$ cat src/rtl/rx_power_ctrl.sv
module rx_power_ctrl #(
  parameter int          ACT_W    = 6,
  parameter logic [7:0]  CTRL_RST = 8'h01
) (
  input  logic             clk,
  input  logic             rst,
  input  logic             wr_en,
  input  logic [7:0]       wr_data,
  input  logic             rd_sel,
  output logic [7:0]       rd_data,
  input  logic             pd_pin,
  input  logic [ACT_W-1:0] act_flags,
  output logic             pwr_main,
  output logic [1:0]       state,
  output logic             oe_video,
  output logic             oe_sog,
  output logic             oe_spdif,
  output logic             oe_i2s
);
  localparam logic [1:0] ST_FULL = 2'd0, ST_SEEK = 2'd1, ST_AUTO = 2'd2, ST_PD = 2'd3;

  logic [7:0] ctrl_q;
  logic       pin_act, pd_cmd, tri_pin, sync_act, main_d;
  logic [1:0] state_d;

  assign pin_act  = ~(pd_pin ^ ctrl_q[1]);
  assign pd_cmd   = ~ctrl_q[0] | (pin_act & ~ctrl_q[2]);
  assign tri_pin  = pin_act & ctrl_q[2];
  assign sync_act = |act_flags;
  assign state_d  = pd_cmd ? ST_PD : sync_act ? ST_FULL : ctrl_q[3] ? ST_AUTO : ST_SEEK;
  assign main_d   = (state_d == ST_FULL) || (state_d == ST_SEEK);

  always_ff @(posedge clk) begin
    if (rst) begin
      ctrl_q   <= CTRL_RST;
      state    <= ST_FULL;
      pwr_main <= 1'b1;
      oe_video <= 1'b1;
      oe_sog   <= 1'b1;
      oe_spdif <= 1'b1;
      oe_i2s   <= 1'b1;
    end else begin
      if (wr_en) ctrl_q <= wr_data;
      state    <= state_d;
      pwr_main <= main_d;
      oe_video <= main_d & ~ctrl_q[4] & ~tri_pin;
      oe_sog   <= ~ctrl_q[5];
      oe_spdif <= main_d & ~ctrl_q[6] & ~tri_pin;
      oe_i2s   <= main_d & ~ctrl_q[7] & ~tri_pin;
    end
  end

  assign rd_data = rd_sel ? {act_flags[5:0], state} : ctrl_q;

  assert_reset_full_R1: assert property (@(posedge clk)
    rst |=> (state == ST_FULL) && pwr_main && oe_video && oe_sog && oe_spdif && oe_i2s);

  assert_pd_priority_R3: assert property (@(posedge clk) disable iff (rst)
    !ctrl_q[0] |=> (state == ST_PD) && !pwr_main);

  assert_tri_keeps_sog_R5: assert property (@(posedge clk) disable iff (rst)
    (tri_pin && !ctrl_q[5]) |=> oe_sog && !oe_video && !oe_spdif && !oe_i2s);

  assert_activity_full_R6: assert property (@(posedge clk) disable iff (rst)
    (!pd_cmd && sync_act) |=> (state == ST_FULL) && pwr_main);

  assert_seek_powered_R7: assert property (@(posedge clk) disable iff (rst)
    (state == ST_SEEK) |-> pwr_main);

  assert_dark_outputs_R10: assert property (@(posedge clk) disable iff (rst)
    !pwr_main |-> !oe_video && !oe_spdif && !oe_i2s);
endmodule

$ cat config.mk
export PLATFORM = sky130hd
export DESIGN_NAME = rx_power_ctrl
export DESIGN_NICKNAME = d
export VERILOG_FILES = /design/src/rtl/rx_power_ctrl.sv
export SDC_FILE = /design/constraint.sdc
export NUM_CORES = 1
export LEC_CHECK = 0
export ABC_AREA = 0
export BUFFER_PORTS_ARGS = -buffer_cell sky130_fd_sc_hd__clkbuf_2
export CAP_MARGIN = 0
export CORE_MARGIN = 3
export CORE_UTILIZATION = 40
export CTS_BUF_LIST = sky130_fd_sc_hd__clkbuf_8
export CTS_CLUSTER_SIZE = 40
export DETAILED_ROUTE_END_ITERATION = 10
export PLACE_DENSITY = 0.8
export REMOVE_ABC_BUFFERS = 1
export SETUP_SLACK_MARGIN = 0.15
export SYNTH_ARGS = -nofsm -noshare
export SYNTH_HDL_FRONTEND = slang
export SYNTH_SLANG_ARGS = --single-unit
export TNS_END_PERCENT = 50
$ cat constraint.sdc
create_clock -name clk -period 1.1 [get_ports clk]
set_clock_uncertainty 0.15 [all_clocks]
set_input_delay 0 -clock clk [delete_from_list [all_inputs] [get_ports clk]]
set_output_delay 0 -clock clk [all_outputs]
set_load 0.01 [all_outputs]
Word-level counts from Yosys, hierarchy flattened:

Index checks and enable logic that the tools add are counted.

* bitwise operators: 18
* reduce and logical (&&, ||, !) cells: 3
* equal/unequal tests: 1
* multiplexer cells: 4

Operator list (number)
* $and 1x1->1: 8
* $mux 8: 1
* $not 1->1: 8
* $mux 2: 3
* $reduce_or 6->1: 1
* $eq 2x1->1 const B: 1
* $logic_not 2->1: 1
* $logic_or 1x1->1: 1
* $or 1x1->1: 1
* $xor 1x1->1: 1

* output and inout port bits: 15
* register bits after elaboration: 15
* word-level logic and storage cells: 33
* input port bits: 19

Longest topological paths before layout:

Gate-level depths: netlist (run 1).

* depth after elaboration: 9
* gate-level depth with buffers: 4
* mapped depth without buffers: 3

Least setup slack after synthesis (run 1):

Ideal clock, no wire load.

* path type: register -> register
* start point: register ctrl_q[1]
* end point: register oe_i2s
* clock period less this slack: 1.119 ns
* stages on the path, launching flop included: 4
* buffers on the path: 0
* setup slack: -0.019 ns
* data required time: 0.881 ns
* arrival: 0.900 ns
* library setup time: 0.069 ns
* path through: dfxtp_1 -> xnor2_1 -> a311o_2 -> o21ai_1

* longest elaborated chain between the ends: 9
* elaborated cells between the ends (all ways): 12
* those cells by class: 1 x eq/ne; 1 x mux; 8 x bitwise; 2 x reduce/logical

RTL lines
* from (decl): line 22 `logic [7:0] ctrl_q;`
* from (signal assigned): line 43 `if (wr_en) ctrl_q <= wr_data;`
* $xor 1x1->1 *: line 26 `assign pin_act = ~(pd_pin ^ ctrl_q[1]);`
* $not 1->1 *: line 26
* $and 1x1->1: line 27 `assign pd_cmd = ~ctrl_q[0] | (pin_act & ~ctrl_q[2]);`
* $or 1x1->1: line 27
* $mux 2: line 30 `assign state_d = pd_cmd ? ST_PD : sync_act ? ST_FULL : ctrl_q[3] ? ST_AUTO : ST_SEEK;`
* $eq 2x1->1 or $logic_not 2->1 (tied branches): line 31 `assign main_d = (state_d == ST_FULL) || (state_d == ST_SEEK);`
* $logic_or 1x1->1: line 31
* $and 1x1->1: line 49 `oe_i2s <= main_d & ~ctrl_q[7] & ~tri_pin;`
* $and 1x1->1 *: line 49
* to (signal assigned): line 49
* to (decl): line 18 `output logic oe_i2s`

Mark *: on every way between the ends. The rest lies on a longest branch, timed or not.
A chain may end at the register's enable or synchronous reset.

Final worst setup path (run 1):

* start point: register ctrl_q[1]
* end point: output rd_data[1]

* longest elaborated chain between the ends: 1

RTL lines
* $mux 8: line 53 `assign rd_data = rd_sel ? {act_flags[5:0], state} : ctrl_q;`
* to (decl): line 10 `output logic [7:0] rd_data,`

No other way between the ends.

==> run metrics, run 1 <==
Critical Path End Type=primary output; Post-synth EDFFs=0; Yosys top cell by area=dfxtp_1; clk buf depth=2; Pint=996.4 uW; area grow syn2layout=68.31%; Startpoint Class=register; maximum fanout along the worst path=2; WL met3=175 um; CP max stage cell=dfxtp_2; post-synthesis sequential area ratio=49.38%; drt first pass iters=4; Sink Count=15; DR WL/cell=16.03 um; Final setup viols=7; Worst-Margin Slew=352.8 ps; Post-synth top cells=dfxtp_1 (15), nor2_1 (9), mux2i_1 (7); critical path arrival=1060 ps; yosys warns=0; Rows=13; total wire length=2020 um; hold slack final=13.52 ps; ranking of synthesized cells by area=dfxtp_1 (49%), mux2i_1 (12%), mux2_2 (11%); Num CTS Buffers=3; setup ws final=-111.8 ps; max incr delay on CP=330 ps; Mean Syn Cell Area=9.969 um2; DR vias=680; H-tree depth=1; count leader, synth=dfxtp_1; Worst EP required=950 ps; post-route cell area=1023 um2; antenna violations before repair=0; die area=2024 um2; post-synthesis cell type count=17; uppermost layer routed=met4; cells along the critical path=buf_6 > mux2_4 > buf_6; flip-flop and latch count after synthesis=15; GRT Util Overall=21.00%; max-cap violations=0; max frequency=825.2 MHz; critical path's top delay family=flip-flops; met2 WL post-DR=1125 um; Hold Fails Final Rpt=0; vias in the first global route=633; relative max-transition margin=76.28%; layout cells sized above 1=61.26%; RSZ-0062 raised after global routing=true; met1 wire length=686 um; cell mode on critical path=buf_6; combinational power share=22.6%; clock-pin slew on the worst setup and hold paths=60 ps; share of power burned in registers=44.9%; Die Y=44.99 um; fin crit share=110.2%; Die Wd=44.99 um; Final Critical Period=1212 ps; Core Region=1366 um2; # fillers=100; asr flop ratio synth=0%; post-synthesis instance total=61; Final ANT Viol Nets=0; Post-DP Area=792.0 um2; I/O Buffers=33; Clk pwr share=32.6%; CTS root buf=clkbuf_8; Post-synth top flop=dfxtp_1; Leak=0.5016 nW; Crit Path Class=reg -> out; max-slew violations=0; pre-CTS setup slack=-86.19 ps; top-area cell type share of the netlist area=49.38%; Sw Share=26.71%; DR iter-0 viols=16; Final Core Density=74.91%; worst path buffer plus inverter count=2; post-synthesis cell area=608.1 um2; Psw=363.1 uW; Antenna diodes=0; placer congestion estimate=0.7081; status=finished with violations; Initial Utilization=44.51%; CTS tree=done; nets=131; GRT overflow=0; pwr dens=1328 nW/um2; failing checks=setup timing; worst-skew pair later-pin latency=250 ps; HPWL after DPL=1209 um; Peak VDD IR=0.8923 mV; hold crit path type=in -> reg; vias per cell=5.397; IO Pins=34; drt drc=0; first-pass GRT wire length=2967 um; largest net degree at the start of global routing=11
## layout by cell type (no fill, tap or decap), types with 2 or more instances in the layout
cell,Yosys,final
buf_2,3,2
dlygate4sd3_1,0,9
buf_4,0,5
nor2_2,0,2
buf_6,0,2
nor2_1,9,7
mux2i_2,0,2
dfxtp_1,15,8
nand2_1,4,4
mux2_2,6,5
mux2i_1,7,5
clkbuf_8,0,3
o21ai_1,5,3
dfxtp_2,0,6
inv_2,1,3
clkbuf_2,0,30
o21ai_2,0,3
## through the flow
step	power, mW	TNS [ps]	std cells
floorplan	0.7253	-56.05	58
finish	1.359	-373.1	126
global placement	0.8382	-87.94	108
global route	1.412	-592.2	126
CTS	1.321	-358.6	125
detailed placement	0.8471	-234.8	108
## layer usage
layer	up-vias	GRT usage, %
met4	0	12.28
li1	312	-
met1	320	23.77
met2	42	37.01
met5	-	0
met3	6	2.789
## worst paths after layout
check | to | from | slack (ps) | cells after the start
worst min register to register | oe_i2s$_SDFF_PP1_ | ctrl_q[7]$_SDFFE_PP0P_ | 310 | 1
worst min-delay path | state[0]$_SDFF_PP0_ | rst | 10 | 4
worst max-delay path | rd_data[1] | ctrl_q[1]$_SDFFE_PP0P_ | -110 | 3
worst max register to register | oe_video$_SDFF_PP1_ | ctrl_q[1]$_SDFFE_PP0P_ | -90 | 3
## timing repair
item / CTS / global route
endpoints found under the setup margin: 14 / 20
pin swaps: 3 / 3
hold buffers: 10 / 0
gates resized for setup: 10 / 16
setup buffers: 3 / 1
cloned: 0 / 0
endpoints found under the hold margin: 13 / 0
## power groups by stage
stage,Sequential [mW],Combinational [mW],Clock (mW)
floorplan,0.627,0.0983,0
global placement,0.617,0.221,0
detailed placement,0.619,0.228,0
CTS,0.609,0.276,0.435
global route,0.612,0.330,0.470
finish,0.610,0.307,0.443
## final cells by class
class | count | area [um2] | area share [%]
repair buffers | 49 | 322.8 | 31.54
multi-input cells | 40 | 314.1 | 30.68
flip-flops and latches | 15 | 311.5 | 30.44
clock buffers | 3 | 41.29 | 4.034
well taps | 15 | 18.77 | 1.834
inverters | 3 | 11.26 | 1.100
clock inverters | 1 | 3.754 | 0.3667
## worst min-delay path, stage by stage
cell and delay, ps:
clkbuf_2 110, inv_2 80, a22oi_2 90, o21ai_1 80
## flip-flops by register name, summed over array words and instances, names as in the netlist
| signal | count |
|---|---|
| ctrl_q | 8 |
| oe_i2s | 1 |
| oe_sog | 1 |
| oe_spdif | 1 |
| oe_video | 1 |
| pwr_main | 1 |
| state | 2 |
## cells by family after synthesis
| group | count (synthesis) | synth area share (%) |
|---|---|---|
| compound gates | 11 | 11.32 |
| flops | 15 | 49.38 |
| mux | 13 | 22.63 |
| xor+xnor | 1 | 1.441 |
| simple gates | 15 | 10.90 |
| buf+inv | 6 | 4.320 |
Power figures use the tool's default switching activity.
==> run 2: changes to the inputs <==
==> constraint.sdc (replaced) <==
create_clock -name clk -period 1.1 [get_ports clk]
set_clock_uncertainty 0.15 [all_clocks]
set_input_delay 0.11 -clock clk [delete_from_list [all_inputs] [get_ports clk]]
set_output_delay 0.11 -clock clk [all_outputs]
set_load 0.01 [all_outputs]
==> run 2 against run 1 <==
Effect of this change:
- the flow finishes with violations (hold timing, setup timing)
- via count decreased by 3.2%
- clock power increased by 3%
- critical path depth unchanged
- fmax decreased by 9.2%
- non-clock buffer count unchanged
- worst hold slack got worse by 54 ps
- critical endpoint unchanged
- largest cell class unchanged
- largest power group unchanged
- highest routed layer unchanged
==> run metrics, run 2 (same netlist as run 1, synthesis figures left out) <==
Crit Path Class=reg -> out; Die Y=44.99 um; IO Pins=34; drt first pass iters=4; vias in the first global route=635; Final setup viols=11; Setup TNS=-1166 ps; Leak=0.5517 nW; # fillers=91; vias per cell=5.222; Power, Total=1.388 mW; max frequency=749.4 MHz; clk buf depth=2; commonest cells after routing, fill and taps aside=clkbuf_2 (20), nor2_1 (9), dfxtp_2 (9), buf_2 (9), buf_4 (8); Reg area=311.5 um2; clock-pin slew on the worst setup and hold paths=60 ps; max-slew violations=0; Critical Path End Type=primary output; first-pass GRT wire length=2877 um; CTS tree=done; Final ANT Viol Nets=0; max FFs per register=8; Sink Count=15; Final Core Density=76.37%; Pint=1.018 mW; CTS root buf=clkbuf_8; hold crit path type=in -> reg; status=finished with violations; hold buffer count at cts=6; hold slack final=-40.85 ps; critical path arrival=1070 ps; DR vias=658; Worst EP required=840 ps; Peak VDD IR=1.321 mV; drt drc=0; die area=2024 um2; I/O Buffers=33; maximum fanout along the worst path=2; max-cap violations=0; relative max-transition margin=79.48%; Biggest register=ctrl_q; Initial Utilization=44.51%; GRT Util Overall=20.07%; area grow syn2layout=71.60%; Sw Share=26.63%; cells along the critical path=buf_6 > mux2_2 > clkbuf_2; combinational power share=23.2%; pwr dens=1330 nW/um2; layout cells sized above 1=63.06%; H-tree depth=1; antenna violations before repair=0; largest net degree at the start of global routing=11; Clk pwr share=32.9%; share of power burned in registers=43.9%; CP max stage cell=dfxtp_2; max incr delay on CP=340 ps; RSZ-0062 raised after global routing=true; HPWL after DPL=1192 um; multi-input logic area=312.8 um2; Core Region=1366 um2; GRT overflow=0; worst-skew pair later-pin latency=250 ps; nets=131; Rows=13; Psw=369.6 uW; biggest regs=ctrl_q x8, state x2; Die Wd=44.99 um; Antenna diodes=0; total wire length=1944 um; fin crit share=121.3%; Startpoint Class=register; failing checks=hold timing, setup timing; placer congestion estimate=0.7405; leading cell type in the layout, fill and taps excluded=clkbuf_2; Num CTS Buffers=3; Worst-Margin Slew=305.3 ps; DR iter-0 viols=11; Hold Fails Final Rpt=3; setup ws final=-234.3 ps; DR WL/cell=15.43 um; Final Critical Period=1334 ps
==> run 2: cell count changes in the layout (fill, tap and decap cells not counted), sizes merged <==
cell          delta
dlymetal6s4s     +3
buf             +14
dlygate4sd3      -7
clkinv           +1
inv              -1
clkbuf          -10
==> run 2: what timing repair did <==
item / CTS / global route
setup buffers: 6 / 2
endpoints found under the hold margin: 8 / 3
gates resized for setup: 20 / 25
setup endpoints to repair: 18 / 27
pin swaps: 3 / 5
==> run 2: area by class of cell <==
cell class / instances / area share [%]
Clock buffer: 3 / 3.957
Clock inverter: 1 / 0.4796
Inverter: 3 / 1.079
Multi-Input combinational cell: 40 / 29.98
Sequential cell: 15 / 29.86
Tap cell: 15 / 1.799
Timing Repair Buffer: 49 / 32.85
==> run 2: per-stage QoR <==
step                      instance area [um2]  hold WS [ps]  cells  setup WS [ps]
after floorplan                         593.1         32.38     58         -18.68
after global placement                  792.0         179.5    108         -28.37
after detailed placement                792.0         181.5    108         -78.89
after CTS                               980.9        -32.84    124         -230.9
after global routing                     1044        -27.46    126         -275.9
final                                    1044        -40.85    126         -234.3
==> run 2: layer usage <==
metal	wire, um	track usage (%)	up-vias
li1	-	-	310
met4	59	14.04	0
met3	135	4.781	9
met1	743	23.41	306
met5	0	0	-
met2	1005	31.92	33
==> run 2: worst paths after layout <==
kind / from / endpoint / slack, ps / depth (start not counted)
worst max-delay path: ctrl_q[1]$_SDFFE_PP0P_ / rd_data[1] / -230 / 3
worst max register to register: ctrl_q[1]$_SDFFE_PP0P_ / oe_spdif$_SDFF_PP1_ / -100 / 3
worst min register to register: ctrl_q[4]$_SDFFE_PP0P_ / oe_video$_SDFF_PP1_ / 300 / 1
worst min-delay path: wr_data[5] / ctrl_q[5]$_SDFFE_PP0P_ / -40 / 3
==> run 2: power groups by stage <==
stage	Clock, mW	Combinational [mW]	Sequential [mW]
floorplan	0	0.0983	0.627
global placement	0	0.221	0.617
detailed placement	0	0.228	0.619
CTS	0.465	0.285	0.608
global route	0.490	0.345	0.613
finish	0.457	0.321	0.609
==> run 2: worst max-delay path: cells and delay by family (launching register included) <==
kind / cells / cell delay [ps]
buffers and inverters: 2 / 230
DFF: 1 / 340
muxes: 1 / 250
